===== src/rtl/rot_pkg.sv =====
// Package: shared geometry constants and helpers for the rotational
// position generator. Assumes words per sector is the same in both modes.
package rot_pkg;

    localparam int unsigned DEF_WORDS_PER_SECTOR = 64;
    localparam int unsigned DEF_DISK_SECTORS     = 90;
    localparam int unsigned DEF_DRUM_SECTORS     = 32;
    localparam int unsigned DEF_GAP_WORDS        = 5;
    localparam int unsigned DEF_PHASE_WORDS      = 3;

    // Track period in word times for a given sector count.
    function automatic int unsigned track_words(input int unsigned sectors,
                                                input int unsigned wps,
                                                input int unsigned gap);
        return sectors * wps + gap;
    endfunction

endpackage


===== src/rtl/rot_track_counter.sv =====
// Module: rot_track_counter
// Counts word times around one revolution. Wraps to zero after the last
// word of the track; the period depends on the selected geometry.
// Assumes word_tick is a single-cycle strobe; reset is synchronous, active low.
module rot_track_counter #(
    parameter int unsigned WORDS_PER_SECTOR = rot_pkg::DEF_WORDS_PER_SECTOR,
    parameter int unsigned DISK_SECTORS     = rot_pkg::DEF_DISK_SECTORS,
    parameter int unsigned DRUM_SECTORS     = rot_pkg::DEF_DRUM_SECTORS,
    parameter int unsigned GAP_WORDS        = rot_pkg::DEF_GAP_WORDS,
    localparam int unsigned DISK_PERIOD = rot_pkg::track_words(DISK_SECTORS, WORDS_PER_SECTOR, GAP_WORDS),
    localparam int unsigned DRUM_PERIOD = rot_pkg::track_words(DRUM_SECTORS, WORDS_PER_SECTOR, GAP_WORDS),
    localparam int unsigned MAX_PERIOD  = (DISK_PERIOD > DRUM_PERIOD) ? DISK_PERIOD : DRUM_PERIOD,
    localparam int unsigned POS_W       = $clog2(MAX_PERIOD)
) (
    input  logic             clk,
    input  logic             rst_n,
    input  logic             word_tick,
    input  logic             drum_mode,
    output logic [POS_W-1:0] pos,
    output logic             wrap_now
);

    localparam logic [POS_W-1:0] DISK_LAST = POS_W'(DISK_PERIOD - 1);
    localparam logic [POS_W-1:0] DRUM_LAST = POS_W'(DRUM_PERIOD - 1);

    logic [POS_W-1:0] last_pos;

    // Pick the final word position of the active geometry.
    always_comb begin
        last_pos = drum_mode ? DRUM_LAST : DISK_LAST;
    end

    // Wrap when a tick arrives at or past the end (>= covers a mode switch).
    always_comb begin
        wrap_now = word_tick && (pos >= last_pos);
    end

    // Advance the word position on each tick.
    always_ff @(posedge clk) begin
        if (!rst_n) begin
            pos <= '0;
        end else if (wrap_now) begin
            pos <= '0;
        end else if (word_tick) begin
            pos <= pos + 1'b1;
        end
    end

endmodule


===== src/rtl/rot_sector_decode.sv =====
// Module: rot_sector_decode
// Tracks the word offset within the current sector and the sector index,
// both held at zero through the track gap. Derives the next-sector number,
// the late-phase flag and the sector-start pulse. Assumes the counter
// position and wrap strobe come from rot_track_counter.
module rot_sector_decode #(
    parameter int unsigned WORDS_PER_SECTOR = rot_pkg::DEF_WORDS_PER_SECTOR,
    parameter int unsigned DISK_SECTORS     = rot_pkg::DEF_DISK_SECTORS,
    parameter int unsigned GAP_WORDS        = rot_pkg::DEF_GAP_WORDS,
    parameter int unsigned PHASE_WORDS      = rot_pkg::DEF_PHASE_WORDS,
    parameter int unsigned POS_W            = 13,
    localparam int unsigned OFS_W = $clog2(WORDS_PER_SECTOR),
    localparam int unsigned SEC_W = $clog2(DISK_SECTORS + 1)
) (
    input  logic             clk,
    input  logic             rst_n,
    input  logic             word_tick,
    input  logic             wrap_now,
    input  logic             drum_mode,
    input  logic [POS_W-1:0] pos,
    output logic [SEC_W-1:0] next_sector,
    output logic             scp_flag,
    output logic             sector_start
);

    localparam logic [POS_W-1:0] GAP_POS   = POS_W'(GAP_WORDS);
    localparam logic [OFS_W-1:0] OFS_LAST  = OFS_W'(WORDS_PER_SECTOR - 1);
    localparam logic [OFS_W-1:0] PHASE_MIN = OFS_W'(WORDS_PER_SECTOR - PHASE_WORDS);

    logic [OFS_W-1:0] word_ofs;
    logic [SEC_W-1:0] sec_idx;
    logic             in_data;

    // Step offset and index; both stay zero in the gap and on wrap.
    always_ff @(posedge clk) begin
        if (!rst_n) begin
            word_ofs <= '0;
            sec_idx  <= '0;
        end else if (word_tick) begin
            if (wrap_now || (pos < GAP_POS)) begin
                word_ofs <= '0;
                sec_idx  <= '0;
            end else if (word_ofs == OFS_LAST) begin
                word_ofs <= '0;
                sec_idx  <= sec_idx + 1'b1;
            end else begin
                word_ofs <= word_ofs + 1'b1;
            end
        end
    end

    // Decode flags and the one-ahead sector number from the counters.
    always_comb begin
        in_data      = (pos >= GAP_POS);
        sector_start = in_data && (word_ofs == '0);
        scp_flag     = in_data && (word_ofs >= PHASE_MIN);
        if (pos <= GAP_POS) begin
            next_sector = '0;
        end else begin
            next_sector = sec_idx + (drum_mode ? SEC_W'(0) : SEC_W'(1));
        end
    end

endmodule


===== src/rtl/rot_origin_latch.sv =====
// Module: rot_origin_latch
// Sticky "origin passed" flag. Set by reset and by every track wrap;
// cleared by an arm request in disk mode only, which wins over a
// simultaneous wrap.
module rot_origin_latch (
    input  logic clk,
    input  logic rst_n,
    input  logic drum_mode,
    input  logic clear_origin,
    input  logic wrap_now,
    output logic origin_seen
);

    // Hold, clear or set the origin flag.
    always_ff @(posedge clk) begin
        if (!rst_n) begin
            origin_seen <= 1'b1;
        end else if (clear_origin && !drum_mode) begin
            origin_seen <= 1'b0;
        end else if (wrap_now) begin
            origin_seen <= 1'b1;
        end
    end

endmodule


===== src/rtl/rot_sector_gen.sv =====
// Module: rot_sector_gen (top)
// Rotational position generator for a head-per-track disk or drum.
// Combines the word counter, sector decode and origin latch, and forms
// the two diagnostic skip results. Assumes word_tick arrives at most once
// per clock and drum_mode is static during normal operation.
module rot_sector_gen #(
    parameter int unsigned WORDS_PER_SECTOR = rot_pkg::DEF_WORDS_PER_SECTOR,
    parameter int unsigned DISK_SECTORS     = rot_pkg::DEF_DISK_SECTORS,
    parameter int unsigned DRUM_SECTORS     = rot_pkg::DEF_DRUM_SECTORS,
    parameter int unsigned GAP_WORDS        = rot_pkg::DEF_GAP_WORDS,
    parameter int unsigned PHASE_WORDS      = rot_pkg::DEF_PHASE_WORDS,
    localparam int unsigned SEC_W = $clog2(DISK_SECTORS + 1)
) (
    input  logic             clk,
    input  logic             rst_n,
    input  logic             word_tick,
    input  logic             drum_mode,
    input  logic             clear_origin,
    output logic [SEC_W-1:0] next_sector,
    output logic             scp_flag,
    output logic             sector_start,
    output logic             origin_seen,
    output logic             skip_clear_ok,
    output logic             skip_set_ok
);

    localparam int unsigned DISK_PERIOD = rot_pkg::track_words(DISK_SECTORS, WORDS_PER_SECTOR, GAP_WORDS);
    localparam int unsigned DRUM_PERIOD = rot_pkg::track_words(DRUM_SECTORS, WORDS_PER_SECTOR, GAP_WORDS);
    localparam int unsigned MAX_PERIOD  = (DISK_PERIOD > DRUM_PERIOD) ? DISK_PERIOD : DRUM_PERIOD;
    localparam int unsigned POS_W       = $clog2(MAX_PERIOD);

    logic [POS_W-1:0] pos;
    logic             wrap_now;

    rot_track_counter #(
        .WORDS_PER_SECTOR (WORDS_PER_SECTOR),
        .DISK_SECTORS     (DISK_SECTORS),
        .DRUM_SECTORS     (DRUM_SECTORS),
        .GAP_WORDS        (GAP_WORDS)
    ) u_counter (
        .clk       (clk),
        .rst_n     (rst_n),
        .word_tick (word_tick),
        .drum_mode (drum_mode),
        .pos       (pos),
        .wrap_now  (wrap_now)
    );

    rot_sector_decode #(
        .WORDS_PER_SECTOR (WORDS_PER_SECTOR),
        .DISK_SECTORS     (DISK_SECTORS),
        .GAP_WORDS        (GAP_WORDS),
        .PHASE_WORDS      (PHASE_WORDS),
        .POS_W            (POS_W)
    ) u_decode (
        .clk          (clk),
        .rst_n        (rst_n),
        .word_tick    (word_tick),
        .wrap_now     (wrap_now),
        .drum_mode    (drum_mode),
        .pos          (pos),
        .next_sector  (next_sector),
        .scp_flag     (scp_flag),
        .sector_start (sector_start)
    );

    rot_origin_latch u_origin (
        .clk          (clk),
        .rst_n        (rst_n),
        .drum_mode    (drum_mode),
        .clear_origin (clear_origin),
        .wrap_now     (wrap_now),
        .origin_seen  (origin_seen)
    );

    // Diagnostic test results; drum geometry never reports success.
    always_comb begin
        skip_clear_ok = !drum_mode && !scp_flag;
        skip_set_ok   = !drum_mode && origin_seen;
    end

endmodule


===== config.mk =====
export PLATFORM = sky130hd
export DESIGN_NAME = rot_sector_gen
export DESIGN_NICKNAME = d
export VERILOG_FILES = /design/src/rtl/rot_pkg.sv /design/src/rtl/rot_track_counter.sv /design/src/rtl/rot_sector_decode.sv /design/src/rtl/rot_origin_latch.sv /design/src/rtl/rot_sector_gen.sv
export SDC_FILE = /design/constraint.sdc
export NUM_CORES = 1
export LEC_CHECK = 0
export CAP_MARGIN = 30
export CORE_MARGIN = 5
export CORE_UTILIZATION = 35
export DETAILED_ROUTE_END_ITERATION = 6
export MAX_ROUTING_LAYER = met4
export RECOVER_POWER = 100
export SYNTH_ARGS = -nofsm -noshare
export SYNTH_HDL_FRONTEND = slang
export SYNTH_HIERARCHICAL = 1
export SYNTH_SLANG_ARGS = --single-unit

===== constraint.sdc =====
create_clock -name clk -period 3.05 [get_ports clk]
set_input_delay 0.305 -clock clk [delete_from_list [all_inputs] [get_ports clk]]
set_output_delay 0.305 -clock clk [all_outputs]
set_load 0.01 [all_outputs]

==> flow_metrics.py <==
metrics = {
    "timing": {
        "finalHoldWorstSlack_ns": 0.483,
        "fmax_ghz": 0.365,
        "unrepaired_setup_endpoints_after_global_routing": "no",
        "totalNegativeSetupSlack_ns": 0,
        "final.setup.worst_slack_ns": 0.313,
        "timing_hold_violations_final": 0,
        "setup_violations": 0,
        "tightestPinTransition_ns": 0.671,
        "min_period_over_period_pct": 89.7,
        "largest_clock_skew_in_the_final_design_ns": 0.00329,
        "slew_violations": 0,
        "max_slew_headroom_at_the_worst_pin_pct": 55.0,
        "final_min_period_ns": 2.74,
    },
    "detailed_routing": {
        "drt-pass1-iter-count": 4,
        "final_antenna_net_count": 0,
        "num_vias": 1594,
        "drt-initial-drc-count": 66,
        "wl_per_cell_um": 12.2,
        "route.detailed.drc": 0,
        "via_per_inst": 5.11,
        "routed_wirelength_mm": 3.82,
    },
    "floorplanning": {
        "die-height_um": 82.1,
        "die_area_um2": 6740,
        "placement_rows": 26,
        "core_region_area_um2": 5070,
        "die_wd_um": 82.1,
        "starting_density_pct": 35.8,
        "num_io_pins": 17,
    },
    "synth": {
        "ys_seq_elements": 27,
        "synth-async-reset-ratio_pct": 0,
        "synth.area.top_cells": "sky130_fd_sc_hd__dfxtp_1, sky130_fd_sc_hd__ha_1, sky130_fd_sc_hd__nor2_1",
        "postSynth.topFlopCell": "sky130_fd_sc_hd__dfxtp_1",
        "synth.largest_area_cell": "sky130_fd_sc_hd__dfxtp_1",
        "synth_sequential_area_ratio_pct": 29.7,
        "netlist-cell-type-count": 43,
        "post-synth-top-area-fraction_pct": 29.7,
        "synth.cell_area_um2": 1820,
        "synth-warning-count": 6,
        "synth-edff-count": 0,
        "synthesis.instances": 224,
        "synth.avg_cell_area_um2": 8.12,
        "synth_nets": 243,
    },
    "grt": {
        "grt_first_pass_wirelength_mm": 6.64,
        "globalRouteOverflowTotal": 0,
        "first_global_vias": 1446,
        "number_of_antenna_violations_at_the_first_check_in_global_routing": 0,
        "track_usage_pct": 12.6,
        "grt_start_max_net_pins": 23,
    },
    "setup_path": {
        "cp.required_ns": 3.21,
        "cp_max_fo": 14,
        "slowest_cell_on_crit_path": "sky130_fd_sc_hd__clkdlybuf4s50_1",
        "endpoint_kind": "flop",
        "setup.reg_to_reg.worst_slack_ns": 0.57,
        "crit_chain": "clkdlybuf4s50_1 -> inv_1 -> ha_1 -> nand4_1 -> o41ai_2 -> nor3_2 -> nor2_1 -> a41oi_2 -> buf_4 -> a31oi_1 -> mux2i_1",
        "crit_type": "in -> reg",
        "worstSetupStartpointType": "input pin",
        "worst_path_largest_cell_delay_ns": 0.62,
        "worst-endpoint-arrival_ns": 2.90,
    },
    "layout": {
        "stdcell_count": 312,
        "area_growth_syn_to_layout_pct": 14.9,
        "nNetsFinal": 262,
        "post_route_cells_drive_above_1_share_pct": 6.61,
        "antenna-diode-count": 0,
        "fillerInstances": 548,
    },
    "placement": {
        "dp_hpwl_mm": 2.91,
        "placement.setup.worst_slack_ns": 0.0666,
        "gp_congestion": 0.782,
        "placed_cells_incl_taps": 308,
        "portBuffers": 16,
    },
    "clock_tree": {
        "cts.sink_count": 27,
        "cts-resized-gates": 0,
        "clock_insertion_delay_worst_skew_ns": 0.27,
        "postCtsSetupRepairBufs": 0,
        "h-tree-depth": 1,
        "cts_tree": "done",
        "cts_hold_repair.buffers": 0,
        "clock-root-buffer": "sky130_fd_sc_hd__clkbuf_8",
        "clock_tree.buffer_depth": 2,
        "cts_inserted_buffers": 3,
        "clk_pin_slew_ns": 0.09,
    },
    "power": {
        "power.density_cell_area_nw_per_um2": 293,
        "ir_worst_vdd_uv": 162,
        "total_leakage_power_nw": 0.757,
    },
    "flow_run": {
        "maxCapViolCount": 0,
    },
    "status": {
        "run_status": "completed",
    },
    "min_path": {
        "hp-class": "reg -> reg",
    },
}
-- cells in the final DEF (no fill, tap or decap), drive strengths merged, types with 7 or more instances in the layout --
cell,count
nor2,31
dfxtp,27
dlygate4sd3,9
ha,14
nand3,15
a31oi,13
nand4,8
nand2,17
inv,13
xor2,9
clkdlybuf4s50,7
o21ai,7
-- Yosys cell counts (2+ instances only) --
library cell and count:
sky130_fd_sc_hd__nand2b_1 5, sky130_fd_sc_hd__o21ai_2 2, sky130_fd_sc_hd__ha_1 14, sky130_fd_sc_hd__o21ai_1 2, sky130_fd_sc_hd__nor4_4 2, sky130_fd_sc_hd__and3_1 2
sky130_fd_sc_hd__nand3b_1 5, sky130_fd_sc_hd__xnor2_1 6, sky130_fd_sc_hd__and4_1 3, sky130_fd_sc_hd__xor2_1 9, sky130_fd_sc_hd__o21ai_0 3, sky130_fd_sc_hd__nor3_1 5
sky130_fd_sc_hd__a31oi_1 13, sky130_fd_sc_hd__nor2b_1 6, sky130_fd_sc_hd__clkbuf_1 3, sky130_fd_sc_hd__dfxtp_1 27, sky130_fd_sc_hd__nand3_1 15, sky130_fd_sc_hd__nand4_1 7
sky130_fd_sc_hd__inv_1 13, sky130_fd_sc_hd__buf_2 2, sky130_fd_sc_hd__a21oi_1 3, sky130_fd_sc_hd__a21boi_0 3, sky130_fd_sc_hd__nand2_1 17, sky130_fd_sc_hd__a211oi_1 3
sky130_fd_sc_hd__nand4b_1 2, sky130_fd_sc_hd__or3_1 2, sky130_fd_sc_hd__nor4_1 4, sky130_fd_sc_hd__nor2_1 31
-- state kept, by name, indices dropped and copies added (netlist names) --
| signal | cells |
|---|---|
| u_counter/pos | 13 |
| u_decode/sec_idx | 7 |
| u_decode/word_ofs | 6 |
| u_origin/origin_seen | 1 |
-- layout make-up --
cell class                 instances  area, um^2  share of cell area [%]
multi-input combinational        178        1180                    56.4
timing repair buffer              20         190                    9.10
sequential                        27         541                    25.9
clock buffer                       4        45.0                    2.15
inverter                          13        48.8                    2.33
tap                               70        87.6                    4.19
-- per-stage QoR --
stage	instance area, um^2	power, W	utilization [%]
after floorplan	1820	0.000393	-
after global placement	2060	0.000418	40.7
after detailed placement	2060	0.000417	40.7
after CTS	2110	0.000624	41.6
after global routing	2090	0.000644	41.2
final	2090	0.000612	41.2
-- worst paths after layout --
kind                                           from                   to  cells past startpoint
worst max-delay path                      drum_mode  u_decode/sec_idx[6]                     11
worst min-delay path            u_decode/sec_idx[6]  u_decode/sec_idx[6]                      1
worst max register to register     u_counter/pos[5]  u_decode/sec_idx[6]                      8
worst min register to register  u_decode/sec_idx[6]  u_decode/sec_idx[6]                      1
-- logic make-up after synthesis --
kind of cell,count (synthesis),share of synthesized area (%)
AOI/OAI and AO/OA,35,13.7
xor gates and xnor gates,15,7.22
adders and majority gates,14,9.63
buffers and inverters,19,4.47
DFF,27,29.7
muxes,1,0.550
and+or+nand+nor,113,34.7
-- metal layers --
metal	GRT usage [%]	wire, um	up-vias
li1	-	-	846
met1	17.7	2120	719
met2	19.2	1580	27
met3	0.976	84	2
met4	3.99	29	0
met5	-	0	-
-- critical path: cells and delay by family --
| kind | cells | cell delay [ns] |
|---|---|---|
| buffers and inverters | 3 | 0.96 |
| multiplexers | 1 | 0.09 |
| AND/OR/NAND/NOR | 3 | 0.52 |
| adder cells (fa/ha/maj) | 1 | 0.29 |
| AO/OA/AOI/OAI | 3 | 0.73 |
-- power breakdown --
group / switching (W) / internal, W / leakage [nW]
clock network: 0.000111 / 0.0000936 / 0.0228
logic: 0.0000265 / 0.0000215 / 0.516
registers: 0.00000429 / 0.000355 / 0.218
Power figures use the tool's default switching activity.
